==> config.mk <==
export PLATFORM = sky130hd
export DESIGN_NAME = eye_timing_est
export DESIGN_NICKNAME = d
export VERILOG_FILES = /design/src/rtl/eye_pkg.sv /design/src/rtl/eye_trig_lut.sv /design/src/rtl/eye_cordic.sv /design/src/rtl/eye_timing_est.sv
export SDC_FILE = /design/constraint.sdc
export NUM_CORES = 2
export LEC_CHECK = 0
export BUFFER_PORTS_ARGS = -buffer_cell sky130_fd_sc_hd__buf_2
export CAP_MARGIN = 10
export CORE_MARGIN = 4
export CORE_UTILIZATION = 45
export DETAILED_ROUTE_END_ITERATION = 7
export GPL_ROUTABILITY_DRIVEN = 1
export PLACE_DENSITY = 0.72
export SLEW_MARGIN = 20
export SYNTH_ARGS = -nofsm -noshare
export SYNTH_HDL_FRONTEND = slang
export SYNTH_SLANG_ARGS = --single-unit
==> constraint.sdc <==
create_clock -name clk_i -period 10.9 [get_ports clk_i]
set_input_delay 1.09 -clock clk_i [delete_from_list [all_inputs] [get_ports clk_i]]
set_output_delay 1.09 -clock clk_i [all_outputs]
set_load 0.01 [all_outputs]
==> src/rtl/eye_pkg.sv <==
package eye_pkg;

  localparam real PI_R = 3.14159265358979323846;

  typedef enum logic [1:0] {
    ST_IDLE = 2'd0,
    ST_ACC  = 2'd1,
    ST_SCAN = 2'd2,
    ST_CORD = 2'd3
  } est_state_e;

  function automatic int round_r(real r);
    return (r >= 0.0) ? $rtoi(r + 0.5) : -$rtoi(0.5 - r);
  endfunction

endpackage

==> src/rtl/eye_trig_lut.sv <==
module eye_trig_lut
  import eye_pkg::*;
#(
  parameter int PH_W   = 8,
  parameter int TRIG_W = 8
) (
  input  logic [PH_W-1:0]          ang_i,
  output logic signed [TRIG_W-1:0] cos_o,
  output logic signed [TRIG_W-1:0] sin_o
);
  localparam int  N   = 2 ** PH_W;
  localparam real AMP = real'(2 ** (TRIG_W - 1) - 1);

  logic signed [TRIG_W-1:0] cos_tab [N];
  logic signed [TRIG_W-1:0] sin_tab [N];

  for (genvar i = 0; i < N; i++) begin : g_tab
    localparam real ANG = 2.0 * PI_R * real'(i) / real'(N);
    assign cos_tab[i] = TRIG_W'(round_r(AMP * $cos(ANG)));
    assign sin_tab[i] = TRIG_W'(round_r(AMP * $sin(ANG)));
  end

  assign cos_o = cos_tab[ang_i];
  assign sin_o = sin_tab[ang_i];

endmodule

==> src/rtl/eye_cordic.sv <==
// Iterative vectoring: returns atan2(y, x) as an ANG_W-bit fraction of a turn.
module eye_cordic
  import eye_pkg::*;
#(
  parameter int IN_W  = 15,
  parameter int ITER  = 12,
  parameter int ANG_W = 8,
  parameter int Z_W   = 16
) (
  input  logic                   clk_i,
  input  logic                   rst_ni,
  input  logic                   start_i,
  input  logic signed [IN_W-1:0] x_i,
  input  logic signed [IN_W-1:0] y_i,
  output logic                   done_o,
  output logic [ANG_W-1:0]       ang_o
);
  localparam int XW   = IN_W + 2;
  localparam int IT_W = $clog2(ITER + 1);

  logic [Z_W-1:0] atan_tab [ITER];
  for (genvar i = 0; i < ITER; i++) begin : g_atan
    localparam int AT = round_r($atan(2.0 ** (-real'(i))) * real'(2 ** Z_W) / (2.0 * PI_R));
    assign atan_tab[i] = Z_W'(AT);
  end

  logic signed [XW-1:0] x_q, y_q, xe, ye;
  logic [Z_W-1:0]       z_q, z_rnd;
  logic [IT_W-1:0]      it_q;
  logic                 busy_q;

  assign xe = XW'(x_i);
  assign ye = XW'(y_i);

  always_ff @(posedge clk_i or negedge rst_ni) begin
    if (!rst_ni) begin
      x_q <= '0; y_q <= '0; z_q <= '0; it_q <= '0;
      busy_q <= 1'b0; done_o <= 1'b0;
    end else begin
      done_o <= 1'b0;
      if (start_i) begin
        // fold left half-plane onto the right so the iterations converge
        x_q    <= (x_i < 0) ? -xe : xe;
        y_q    <= (x_i < 0) ? -ye : ye;
        z_q    <= (x_i < 0) ? Z_W'(1) << (Z_W - 1) : '0;
        it_q   <= '0;
        busy_q <= 1'b1;
      end else if (busy_q) begin
        if (y_q > 0) begin
          x_q <= x_q + (y_q >>> it_q);
          y_q <= y_q - (x_q >>> it_q);
          z_q <= z_q + atan_tab[it_q];
        end else begin
          x_q <= x_q - (y_q >>> it_q);
          y_q <= y_q + (x_q >>> it_q);
          z_q <= z_q - atan_tab[it_q];
        end
        it_q <= it_q + 1'b1;
        if (it_q == IT_W'(ITER - 1)) begin
          busy_q <= 1'b0;
          done_o <= 1'b1;
        end
      end
    end
  end

  assign z_rnd = z_q + (Z_W'(1) << (Z_W - ANG_W - 1));
  assign ang_o = z_rnd[Z_W-1 -: ANG_W];

endmodule

==> src/rtl/eye_timing_est.sv <==
module eye_timing_est
  import eye_pkg::*;
#(
  parameter  int SPS       = 10,
  parameter  int PH_W      = 8,
  parameter  int TRIG_W    = 8,
  parameter  int WIN_START = 11,
  parameter  int WIN_LEN   = 38,
  parameter  int CORD_ITER = 12,
  localparam int OFS_W     = $clog2(SPS),
  localparam int ACC_W     = TRIG_W + $clog2(WIN_LEN + 1),
  localparam int QI_W      = 2 * ACC_W
) (
  input  logic             clk_i,
  input  logic             rst_ni,
  input  logic             burst_start_i,
  input  logic             phase_vld_i,
  input  logic [PH_W-1:0]  phase_i,
  output logic             est_vld_o,
  output logic [OFS_W-1:0] best_ofs_o,
  output logic [QI_W-1:0]  qi_o,
  output logic [PH_W-1:0]  freq_o
);
  localparam int WIN_END = WIN_START + WIN_LEN - 1;
  localparam int SYM_W   = $clog2(WIN_END + 2);
  localparam int CX_W    = ACC_W + 1;

  est_state_e st_q;
  logic [PH_W-1:0]  dly_q [SPS];
  logic [OFS_W-1:0] ofs_q, scan_idx_q, best_idx_q;
  logic [SYM_W-1:0] sym_q;
  logic signed [ACC_W-1:0] acc_x_q [SPS];
  logic signed [ACC_W-1:0] acc_y_q [SPS];
  logic signed [ACC_W-1:0] best_x_q, best_y_q, sel_x, sel_y;
  logic [QI_W-1:0]  best_qi_q, scan_qi;
  logic             cord_go_q, cord_done, restart, in_win, take, win_last;
  logic [PH_W-1:0]  diff, quad_ang, cord_ang;
  logic signed [TRIG_W-1:0] lut_c, lut_s;
  logic signed [CX_W-1:0]   cord_x, cord_y;

  assign restart  = phase_vld_i && burst_start_i;
  assign diff     = phase_i - dly_q[SPS-1];
  assign quad_ang = {diff[PH_W-3:0], 2'b00};
  assign in_win   = (st_q == ST_ACC) && (sym_q >= SYM_W'(WIN_START)) && (sym_q <= SYM_W'(WIN_END));
  assign take     = phase_vld_i && !burst_start_i && in_win;
  assign win_last = take && (sym_q == SYM_W'(WIN_END)) && (ofs_q == OFS_W'(SPS - 1));

  eye_trig_lut #(.PH_W(PH_W), .TRIG_W(TRIG_W)) u_lut (
    .ang_i (quad_ang),
    .cos_o (lut_c),
    .sin_o (lut_s)
  );

  // sample history: dly_q[SPS-1] is one symbol back
  always_ff @(posedge clk_i or negedge rst_ni) begin
    if (!rst_ni) begin
      for (int i = 0; i < SPS; i++) dly_q[i] <= '0;
    end else if (phase_vld_i) begin
      dly_q[0] <= phase_i;
      for (int i = 1; i < SPS; i++) dly_q[i] <= dly_q[i-1];
    end
  end

  always_ff @(posedge clk_i or negedge rst_ni) begin
    if (!rst_ni) begin
      ofs_q <= '0;
      sym_q <= '0;
    end else if (phase_vld_i) begin
      if (burst_start_i) begin
        ofs_q <= OFS_W'(1);
        sym_q <= '0;
      end else if (ofs_q == OFS_W'(SPS - 1)) begin
        ofs_q <= '0;
        if (sym_q <= SYM_W'(WIN_END)) sym_q <= sym_q + 1'b1;
      end else begin
        ofs_q <= ofs_q + 1'b1;
      end
    end
  end

  always_ff @(posedge clk_i or negedge rst_ni) begin
    if (!rst_ni) begin
      for (int i = 0; i < SPS; i++) begin
        acc_x_q[i] <= '0;
        acc_y_q[i] <= '0;
      end
    end else if (restart) begin
      for (int i = 0; i < SPS; i++) begin
        acc_x_q[i] <= '0;
        acc_y_q[i] <= '0;
      end
    end else if (take) begin
      acc_x_q[ofs_q] <= acc_x_q[ofs_q] + ACC_W'(lut_c);
      acc_y_q[ofs_q] <= acc_y_q[ofs_q] + ACC_W'(lut_s);
    end
  end

  assign sel_x   = acc_x_q[scan_idx_q];
  assign sel_y   = acc_y_q[scan_idx_q];
  assign scan_qi = QI_W'(sel_x * sel_x) + QI_W'(sel_y * sel_y);

  // angle(-S) = angle(S) - pi
  assign cord_x = -CX_W'(best_x_q);
  assign cord_y = -CX_W'(best_y_q);

  eye_cordic #(.IN_W(CX_W), .ITER(CORD_ITER), .ANG_W(PH_W)) u_cordic (
    .clk_i   (clk_i),
    .rst_ni  (rst_ni),
    .start_i (cord_go_q),
    .x_i     (cord_x),
    .y_i     (cord_y),
    .done_o  (cord_done),
    .ang_o   (cord_ang)
  );

  always_ff @(posedge clk_i or negedge rst_ni) begin
    if (!rst_ni) begin
      st_q       <= ST_IDLE;
      scan_idx_q <= '0;
      best_idx_q <= '0;
      best_qi_q  <= '0;
      best_x_q   <= '0;
      best_y_q   <= '0;
      cord_go_q  <= 1'b0;
      est_vld_o  <= 1'b0;
      best_ofs_o <= '0;
      qi_o       <= '0;
      freq_o     <= '0;
    end else begin
      est_vld_o <= 1'b0;
      cord_go_q <= 1'b0;
      if (restart) begin
        st_q <= ST_ACC;
      end else begin
        unique case (st_q)
          ST_IDLE: ;
          ST_ACC: if (win_last) begin
            st_q       <= ST_SCAN;
            scan_idx_q <= '0;
          end
          ST_SCAN: begin
            // strict compare keeps the lowest index on ties
            if (scan_idx_q == '0 || scan_qi > best_qi_q) begin
              best_qi_q  <= scan_qi;
              best_idx_q <= scan_idx_q;
              best_x_q   <= sel_x;
              best_y_q   <= sel_y;
            end
            if (scan_idx_q == OFS_W'(SPS - 1)) begin
              st_q      <= ST_CORD;
              cord_go_q <= 1'b1;
            end else begin
              scan_idx_q <= scan_idx_q + 1'b1;
            end
          end
          ST_CORD: if (cord_done) begin
            st_q       <= ST_IDLE;
            est_vld_o  <= 1'b1;
            best_ofs_o <= best_idx_q;
            qi_o       <= best_qi_q;
            freq_o     <= PH_W'($signed(cord_ang) >>> 2);
          end
          default: st_q <= ST_IDLE;
        endcase
      end
    end
  end

endmodule

# ---- Word-level counts from Yosys, hierarchy flattened
# Memory sizes are Yosys's and may differ from the RTL's.
# Index checks and enable logic that the tools add are counted.
dict set report op_classes {
  n_addsub 19
  mul 2
  n_lt_le_gt_ge 10
  n_eq_ne 12
  shifts 2
  muxes 65
  bitwise 5
  n_reduce_logical 22
}
# cell n
set ops {}
lappend ops {{$mux W140} 4}
lappend ops {{$bwmux W140} 2}
lappend ops {{$bmux W14 S4} 4}
lappend ops {{$mux W17} 8}
lappend ops {{$mux W14} 9}
lappend ops {{$mux W16} 6}
lappend ops {{$demux W14 S4} 1}
lappend ops {{$mul A14 B14 Y28} 2}
lappend ops {{$add A17 B17 Y17} 2}
lappend ops {{$neg A15 Y17} 2}
lappend ops {{$sshr A17 B4 Y17} 2}
lappend ops {{$sub A17 B17 Y17} 2}
lappend ops {{$mux W8} 4}
lappend ops {{$neg A14 Y15} 2}
lappend ops {{$add A14 B8 Y14} 2}
lappend ops {{$add A28 B28 Y28} 1}
lappend ops {{$gt A28 B28 Y1} 1}
lappend ops {{$mux W4} 6}
lappend ops {{$mux W6} 3}
lappend ops {{$gt A17 B1 Y1 const B} 1}
lappend ops {{$add A16 B16 Y16} 1}
lappend ops {{$add A16 B8 Y16 const B} 1}
lappend ops {{$sub A16 B16 Y16} 1}
lappend ops {{$ge A5 B5 Y1 const B} 3}
lappend ops {{other kinds (30)} 67}
dict set report totals {
  register_bits 512
  mem_bits_ro 4352
  in_bits 12
  elab_cells 189
  memories 3
}
# memory words width read_ports rd_ports_with_merged_regs write_ports line_no
set mem_list {}
lappend mem_list {{(no name shown)} 256 8 1 0 0 eye_trig_lut.sv:24} ;# assign sin_o = sin_tab[ang_i];
lappend mem_list {{(no name shown)} 256 8 1 0 0 eye_trig_lut.sv:23} ;# assign cos_o = cos_tab[ang_i];
lappend mem_list {{(no name shown)} 16 16 1 0 0 eye_cordic.sv:52} ;# z_q <= z_q + atan_tab[it_q];

# ---- Logic depth before layout (Yosys ltp)
dict set report logic_depth {
  depth_word 9
  depth_mapped 44
  depth_no_buf 38
}

# ---- Cells and area by module
# Synthesis repeated with hierarchy kept, for this count alone.
dict set report unflattened {
  hier_cells 4991
  area_unflattened_um2 47652.0
}
# mod n_inst cells_per_inst area_per_inst_um2 seq_area_each_um2
set by_module_without_submodules {}
lappend by_module_without_submodules {eye_timing_est 1 3637 37270.7 11410.9}
lappend by_module_without_submodules {eye_cordic 1 1005 8221.6 1401.3}
lappend by_module_without_submodules {eye_trig_lut 1 349 2159.6 0.0}

# ---- Least setup slack after synthesis
# Ideal clock, no wire load.
dict set report synth_timing {
  path_kind {reg2reg}
  start {register scan_idx_q[0]}
  end {register best_x_q[1]}
  setup_time_ps 78
  arrival_ps 10352
  t_required_ps 10822
  slack_ps 471
  stages_incl_launch_ff 40
  path_buffers 7
  period_less_slack_ps 10429
  path_cell_list {dfrtp_1 -> buf_2 -> buf_2 -> buf_2 -> mux4_2 -> mux2i_1 -> o22a_1 -> clkbuf_1 -> nor2_1 -> inv_1 -> fa_1 -> fa_1 -> inv_1 -> fa_1 -> fa_1 -> fa_1 -> fa_1 -> fa_1 -> (+4 left out) -> a21oi_1 -> o21bai_1 -> a311o_1 -> and3_1 -> a221o_1 -> o41a_1 -> xnor2_1 -> ha_1 -> nand4_1 -> nor2_1 -> o21ai_0 -> nand2_1 -> nor4_1 -> a21o_1 -> clkbuf_1 -> clkbuf_1 -> nor2_1 -> a21oi_1}
}
dict set report synth_between {
  elab_chain_cells 9
  word_cells_on_any_way 14
  classes_between {1 x add/sub; 2 x mul; 1 x order compare; 6 x mux; 1 x bitwise; 3 x reduce/logical}
}
# item line_no
set synth_lines {}
lappend synth_lines {{from (decl)} eye_timing_est.sv:30} ;# logic [OFS_W-1:0] ofs_q, scan_idx_q, best_idx_q;
lappend synth_lines {{from (signal assigned)} eye_timing_est.sv:153} ;# scan_idx_q <= scan_idx_q + 1'b1;
lappend synth_lines {{$not A4 Y5 (implied by the code) (*)} {eye_timing_est.sv:98, eye_timing_est.sv:99}}
lappend synth_lines {{$bmux W14 S4, on equally long branches} {eye_timing_est.sv:98, eye_timing_est.sv:99}}
lappend synth_lines {{$mux W14, on equally long branches (2 in series)} {eye_timing_est.sv:98, eye_timing_est.sv:99}}
lappend synth_lines {{$mul A14 B14 Y28} eye_timing_est.sv:100} ;# assign scan_qi = QI_W'(sel_x * sel_x) + QI_W'(sel_y * sel_y);
lappend synth_lines {{$add A28 B28 Y28 (*)} eye_timing_est.sv:100}
lappend synth_lines {{net scan_qi[27]} eye_timing_est.sv:35} ;# logic [QI_W-1:0] best_qi_q, scan_qi;
lappend synth_lines {{$gt A28 B28 Y1 (*)} eye_timing_est.sv:143} ;# if (scan_idx_q == '0 || scan_qi > best_qi_q) begin
lappend synth_lines {{$logic_or A1 B1 Y1 (*)} eye_timing_est.sv:143}
lappend synth_lines {{$reduce_and A3 Y1 (no line) (*)} --}
lappend synth_lines {{to (signal assigned)} eye_timing_est.sv:146} ;# best_x_q <= sel_x;
lappend synth_lines {{to (decl)} eye_timing_est.sv:34} ;# logic signed [ACC_W-1:0] best_x_q, best_y_q, sel_x, sel_y;
# Mark *: on every way through the listed nets, which the timed path passes. The rest lies on a longest branch. The select of a mux whose other input is x is not followed.
# A chain may end at the register's enable or synchronous reset.

# ---- Worst setup path after layout
dict set report layout_timing {
  start {register scan_idx_q[0]}
  end {register best_y_q[0]}
}
dict set report layout_between {
  elab_chain_cells 9
  word_cells_on_any_way 14
  classes_between {1 x add/sub; 2 x mul; 1 x order compare; 6 x mux; 1 x bitwise; 3 x reduce/logical}
}
# item line_no
set layout_lines {}
lappend layout_lines {{$not A4 Y5 (implied by the code)} eye_timing_est.sv:99} ;# assign sel_y = acc_y_q[scan_idx_q];
lappend layout_lines {{$bmux W14 S4} eye_timing_est.sv:99}
lappend layout_lines {{$mux W14 (implied by the code) (2 in series)} eye_timing_est.sv:99}
lappend layout_lines {{net sel_y[4]} eye_timing_est.sv:34}
lappend layout_lines {{$mul A14 B14 Y28} eye_timing_est.sv:100}
lappend layout_lines {{$add A28 B28 Y28} eye_timing_est.sv:100}
lappend layout_lines {{net scan_qi[27]} eye_timing_est.sv:35}
lappend layout_lines {{$gt A28 B28 Y1} eye_timing_est.sv:143}
lappend layout_lines {{$logic_or A1 B1 Y1} eye_timing_est.sv:143}
lappend layout_lines {{$reduce_and A3 Y1 (no line)} --}
lappend layout_lines {{to (signal assigned)} eye_timing_est.sv:147} ;# best_y_q <= sel_y;
lappend layout_lines {{to (decl)} eye_timing_est.sv:34}
# The timed path passes the listed nets, and every way through them passes these cells. The select of a mux whose other input is x is not followed.

==> results.md <==
- Met3 usage: 3.60%
- Drt via density: 5.77
- Run status: completed
- Share of the yosys chip area belonging to registers: 28.0%
- First DRT Iteration DRCs: 3065
- Max VDD drop: 0.200 mV
- Drt drc: 0
- Die Span Y: 327 um
- Average size of a mapped cell: 9.73 sq um
- # diodes: 0
- R2R depth: 38
- Minimum clock period: 10.50 ns
- First-pass DRT Iterations: 7
- Critical-path cell with the highest stage delay: fa_2
- Setup violators final: 0
- Max Cap Viol: 0
- Gpl congestion: 0.896
- Die ar.: 107000 sq um
- Sink Count: 512
- Critical Path Source Type: flop
- Clock network fraction of total power: 17.9%
- Ratio of cells with drive above 1 in the final layout: 12.6%
- Async set-or-reset flop fraction in the synthesized netlist: 100%
- Initial antenna violation count: 1
- Post-synth EDFFs: 0
- Fin worst setup slack: 0.399 ns
- Net Sw Power: 5.80 mW
- Critical Path Fanout Max: 22
- Pleak: 22.8 nW
- WP data arrival: 11.02 ns
- Post-synthesis cell count: 4699
- Grt peak-use layer: met2
- # IOs: 53
- PnR Total Power: 12.2 mW
- Setup slack at placement: 0.154 ns
- Tcrit/Tclk final: 96.3%
- CP peak stage delay: 0.58 ns
- Global routing met2 resource utilization: 35.9%
- Largest net degree at the start of global routing: 171
- Vias in the first global route: 35400
- Yosys reg bits: 512
- Ys flop type: dfrtp_1
- Required time worst endpoint: 11.42 ns
- Reg2reg setup slack: 0.40 ns
- Synthesis warning total: 0
- Worst Skew: 0.0555 ns
- Setup TNS: 0 ns
- Crit end category: flop
- Pins over their slew limit: 0
- H-tree levels: 2
- Met1 usage: 30.9%
- Clk_lat worst skew: 0.68 ns
- Overflow after GRT: 0
- Final wirelength: 118 mm
- Reg-to-Reg End: best_y_q[0]$_DFFE_PN0P_
- Antenna viol nets, final: 0
- F_max: 95.2 MHz
- Comb pwr share: 61.2%
- Initial Utilization: 45.5%
- Worst Setup Path Type: flop to flop
- Via count: 35000
- First-pass GRT wire length: 193 mm
- Die X-Extent: 327 um
- Sw frac: 47.5%
- NumNets Final: 5322
- CTS Buffer Depth: 3
- Worst flop-to-flop path startpoint: scan_idx_q[0]$_DFFE_PN0P_
- Slew @ Worst Pin: 1.09 ns
- CTS Buf Count: 59
- Row count: 116
- Int Power: 6.40 mW
- DP HPWL: 83.7 mm
- Rel. slew slack: 27.5%
- Final hold vios: 0
- CTS tree: yes
- Core ar.: 100000 sq um
- Pwr dens: 245 nW/um^2
- Syn_nets: 5363
- Syn Std Cell Area: 45700 sq um
- Sequential power share: 21.0%
- Clock Pin Slew Worst Setup and Hold Paths: 0.06 ns
- Layout area overhead: 9.09%
- Worst hold path type: primary input to asynchronous set/reset pin
- Synth cell types: 94
- WL/cell: 19.5 um
- Port Buffers: 50
- Total GRT Usage: 22.3%
- Root buf cell: clkbuf_16
- CP dominant cell by count: fa_1
## power by group through the flow
stage / sequential [mW] / clock, mW / combinational, mW
floorplan: 2.43 / 0 / 5.71
global placement: 2.55 / 0 / 7.20
detailed placement: 2.58 / 0 / 7.31
CTS: 2.55 / 2.21 / 7.37
global route: 2.60 / 2.30 / 8.28
finish: 2.56 / 2.18 / 7.46
## cells in the final DEF (no fill, tap or decap), types with 8 or more instances in the layout
cell type / n
o22ai_1: 27
inv_1: 523
o211ai_1: 11
xor2_1: 72
nor2b_1: 39
clkbuf_1: 18
bufinv_16: 11
or3_1: 9
buf_2: 49
and2_1: 13
nor3b_1: 10
clkinv_2: 10
nand3_1: 283
dfrtp_1: 505
ha_1: 242
o21a_1: 13
a21o_1: 34
a21oi_1: 222
a211oi_1: 21
and3_1: 21
o31ai_1: 21
or2_2: 8
nand4_1: 14
nor3_1: 47
clkbuf_16: 60
a22oi_1: 34
mux4_2: 139
xnor2_1: 145
nor4_1: 8
o22a_1: 19
buf_4: 107
a31oi_1: 22
nor2_1: 325
mux2_2: 123
nand2b_1: 31
fa_1: 406
o21ai_0: 394
mux2i_1: 106
nand2_1: 376
o21bai_1: 10
## flip-flops by register name, summed over array words and instances, names as in the netlist, 16 cells and up
signal        cells
acc_x_q         140
acc_y_q         140
best_qi_q        28
dly_q            60
qi_o             28
u_cordic.x_q     17
u_cordic.y_q     17
u_cordic.z_q     16
## kinds of logic (layout without fill, tap and decap cells)
group	count (synthesis)	count (layout)	share of synthesized area (%)
AOI/OAI and AO/OA	915	915	11.9
xor gates and xnor gates	217	217	4.16
adders and majority gates	652	652	24.5
buffers and inverters	806	814	6.76
DFF	512	512	28.0
muxes	374	374	12.4
and+or+nand+nor	1223	1223	12.2
## final cells by class
cell class | instances | area (sq um)
fill | 9152 | 50500
multi-input combinational | 3381 | 30000
sequential | 512 | 12800
inverter | 536 | 2030
tap | 1357 | 1700
clock buffer | 83 | 1630
timing repair buffer | 168 | 1270
clock inverter | 27 | 497
## synthesized netlist by cell type (14+ instances only)
cell type | count | area share, %
a31oi_1 | 22 | 0.30
o31ai_1 | 21 | 0.34
nor2_1 | 327 | 2.7
nand2_1 | 380 | 3.1
nor2b_1 | 39 | 0.53
mux2i_1 | 107 | 2.3
clkbuf_1 | 189 | 1.6
ha_1 | 243 | 6.6
nand2b_1 | 31 | 0.42
mux2_2 | 123 | 3.0
buf_1 | 53 | 0.43
a211oi_1 | 23 | 0.38
xnor2_1 | 145 | 2.8
buf_2 | 21 | 0.23
nor3_1 | 48 | 0.53
o22a_1 | 22 | 0.42
a21oi_1 | 223 | 2.4
o21ai_0 | 396 | 4.3
nand3_1 | 286 | 3.1
mux4_2 | 139 | 6.8
xor2_1 | 72 | 1.4
a21o_1 | 35 | 0.57
nand4_1 | 14 | 0.19
a22oi_1 | 34 | 0.56
dfrtp_1 | 512 | 28
and3_1 | 21 | 0.29
fa_1 | 409 | 18
o22ai_1 | 28 | 0.38
inv_1 | 524 | 4.3
## stage by stage
| step | cell area [sq um] | std cells | hold slack [ns] | utilization (%) |
|---|---|---|---|---|
| detailed placement | 47600 | 5948 | 0.472 | 47.4 |
| global route | 49900 | 6064 | 0.437 | 49.7 |
| finish | 49900 | 6064 | 0.402 | 49.7 |
| floorplan | 45700 | 4699 | 0.444 | - |
| global placement | 47600 | 5948 | 0.461 | 47.4 |
| CTS | 49800 | 6058 | 0.423 | 49.5 |
## layer usage
layer  part of all wire [%]  up-vias
li1                       -    16000
met4                    3.6        0
met3                    8.0      256
met5                      0        -
met1                     42    17400
met2                     47     1382
## how the worst max path moves through the flow
stage,start,depth (start not counted),endpoint,slack [ns]
6_report,scan_idx_q[0]$_DFFE_PN0P_,38,best_y_q[0]$_DFFE_PN0P_,0.40
5_1_grt,scan_idx_q[0]$_DFFE_PN0P_,38,best_idx_q[2]$_DFFE_PN0P_,-0.01
4_1_cts,scan_idx_q[0]$_DFFE_PN0P_,38,best_y_q[8]$_DFFE_PN0P_,0.11
3_5_place_dp,scan_idx_q[0]$_DFFE_PN0P_,38,best_y_q[0]$_DFFE_PN0P_,0.15
3_3_place_gp,scan_idx_q[0]$_DFFE_PN0P_,39,best_idx_q[0]$_DFFE_PN0P_,0.31
2_1_floorplan,scan_idx_q[0]$_DFFE_PN0P_,39,best_x_q[1]$_DFFE_PN0P_,0.47
## worst max-delay path, delay by kind of cell, from the launching register on
kind / cells / cell delay (ns)
fa+ha+maj: 10 / 4.28
compound gates: 9 / 2.11
buf+inv: 8 / 1.38
simple gates: 8 / 1.19
mux: 2 / 0.69
flops: 1 / 0.56
xor+xnor: 1 / 0.16
## repair_timing
action | in CTS | in global routing
hold buffers | 0 | 0
setup buffers | 0 | 5
endpoints found under the setup margin | 0 | 60
gates resized for setup | 0 | 22
Power figures use the tool's default switching activity.
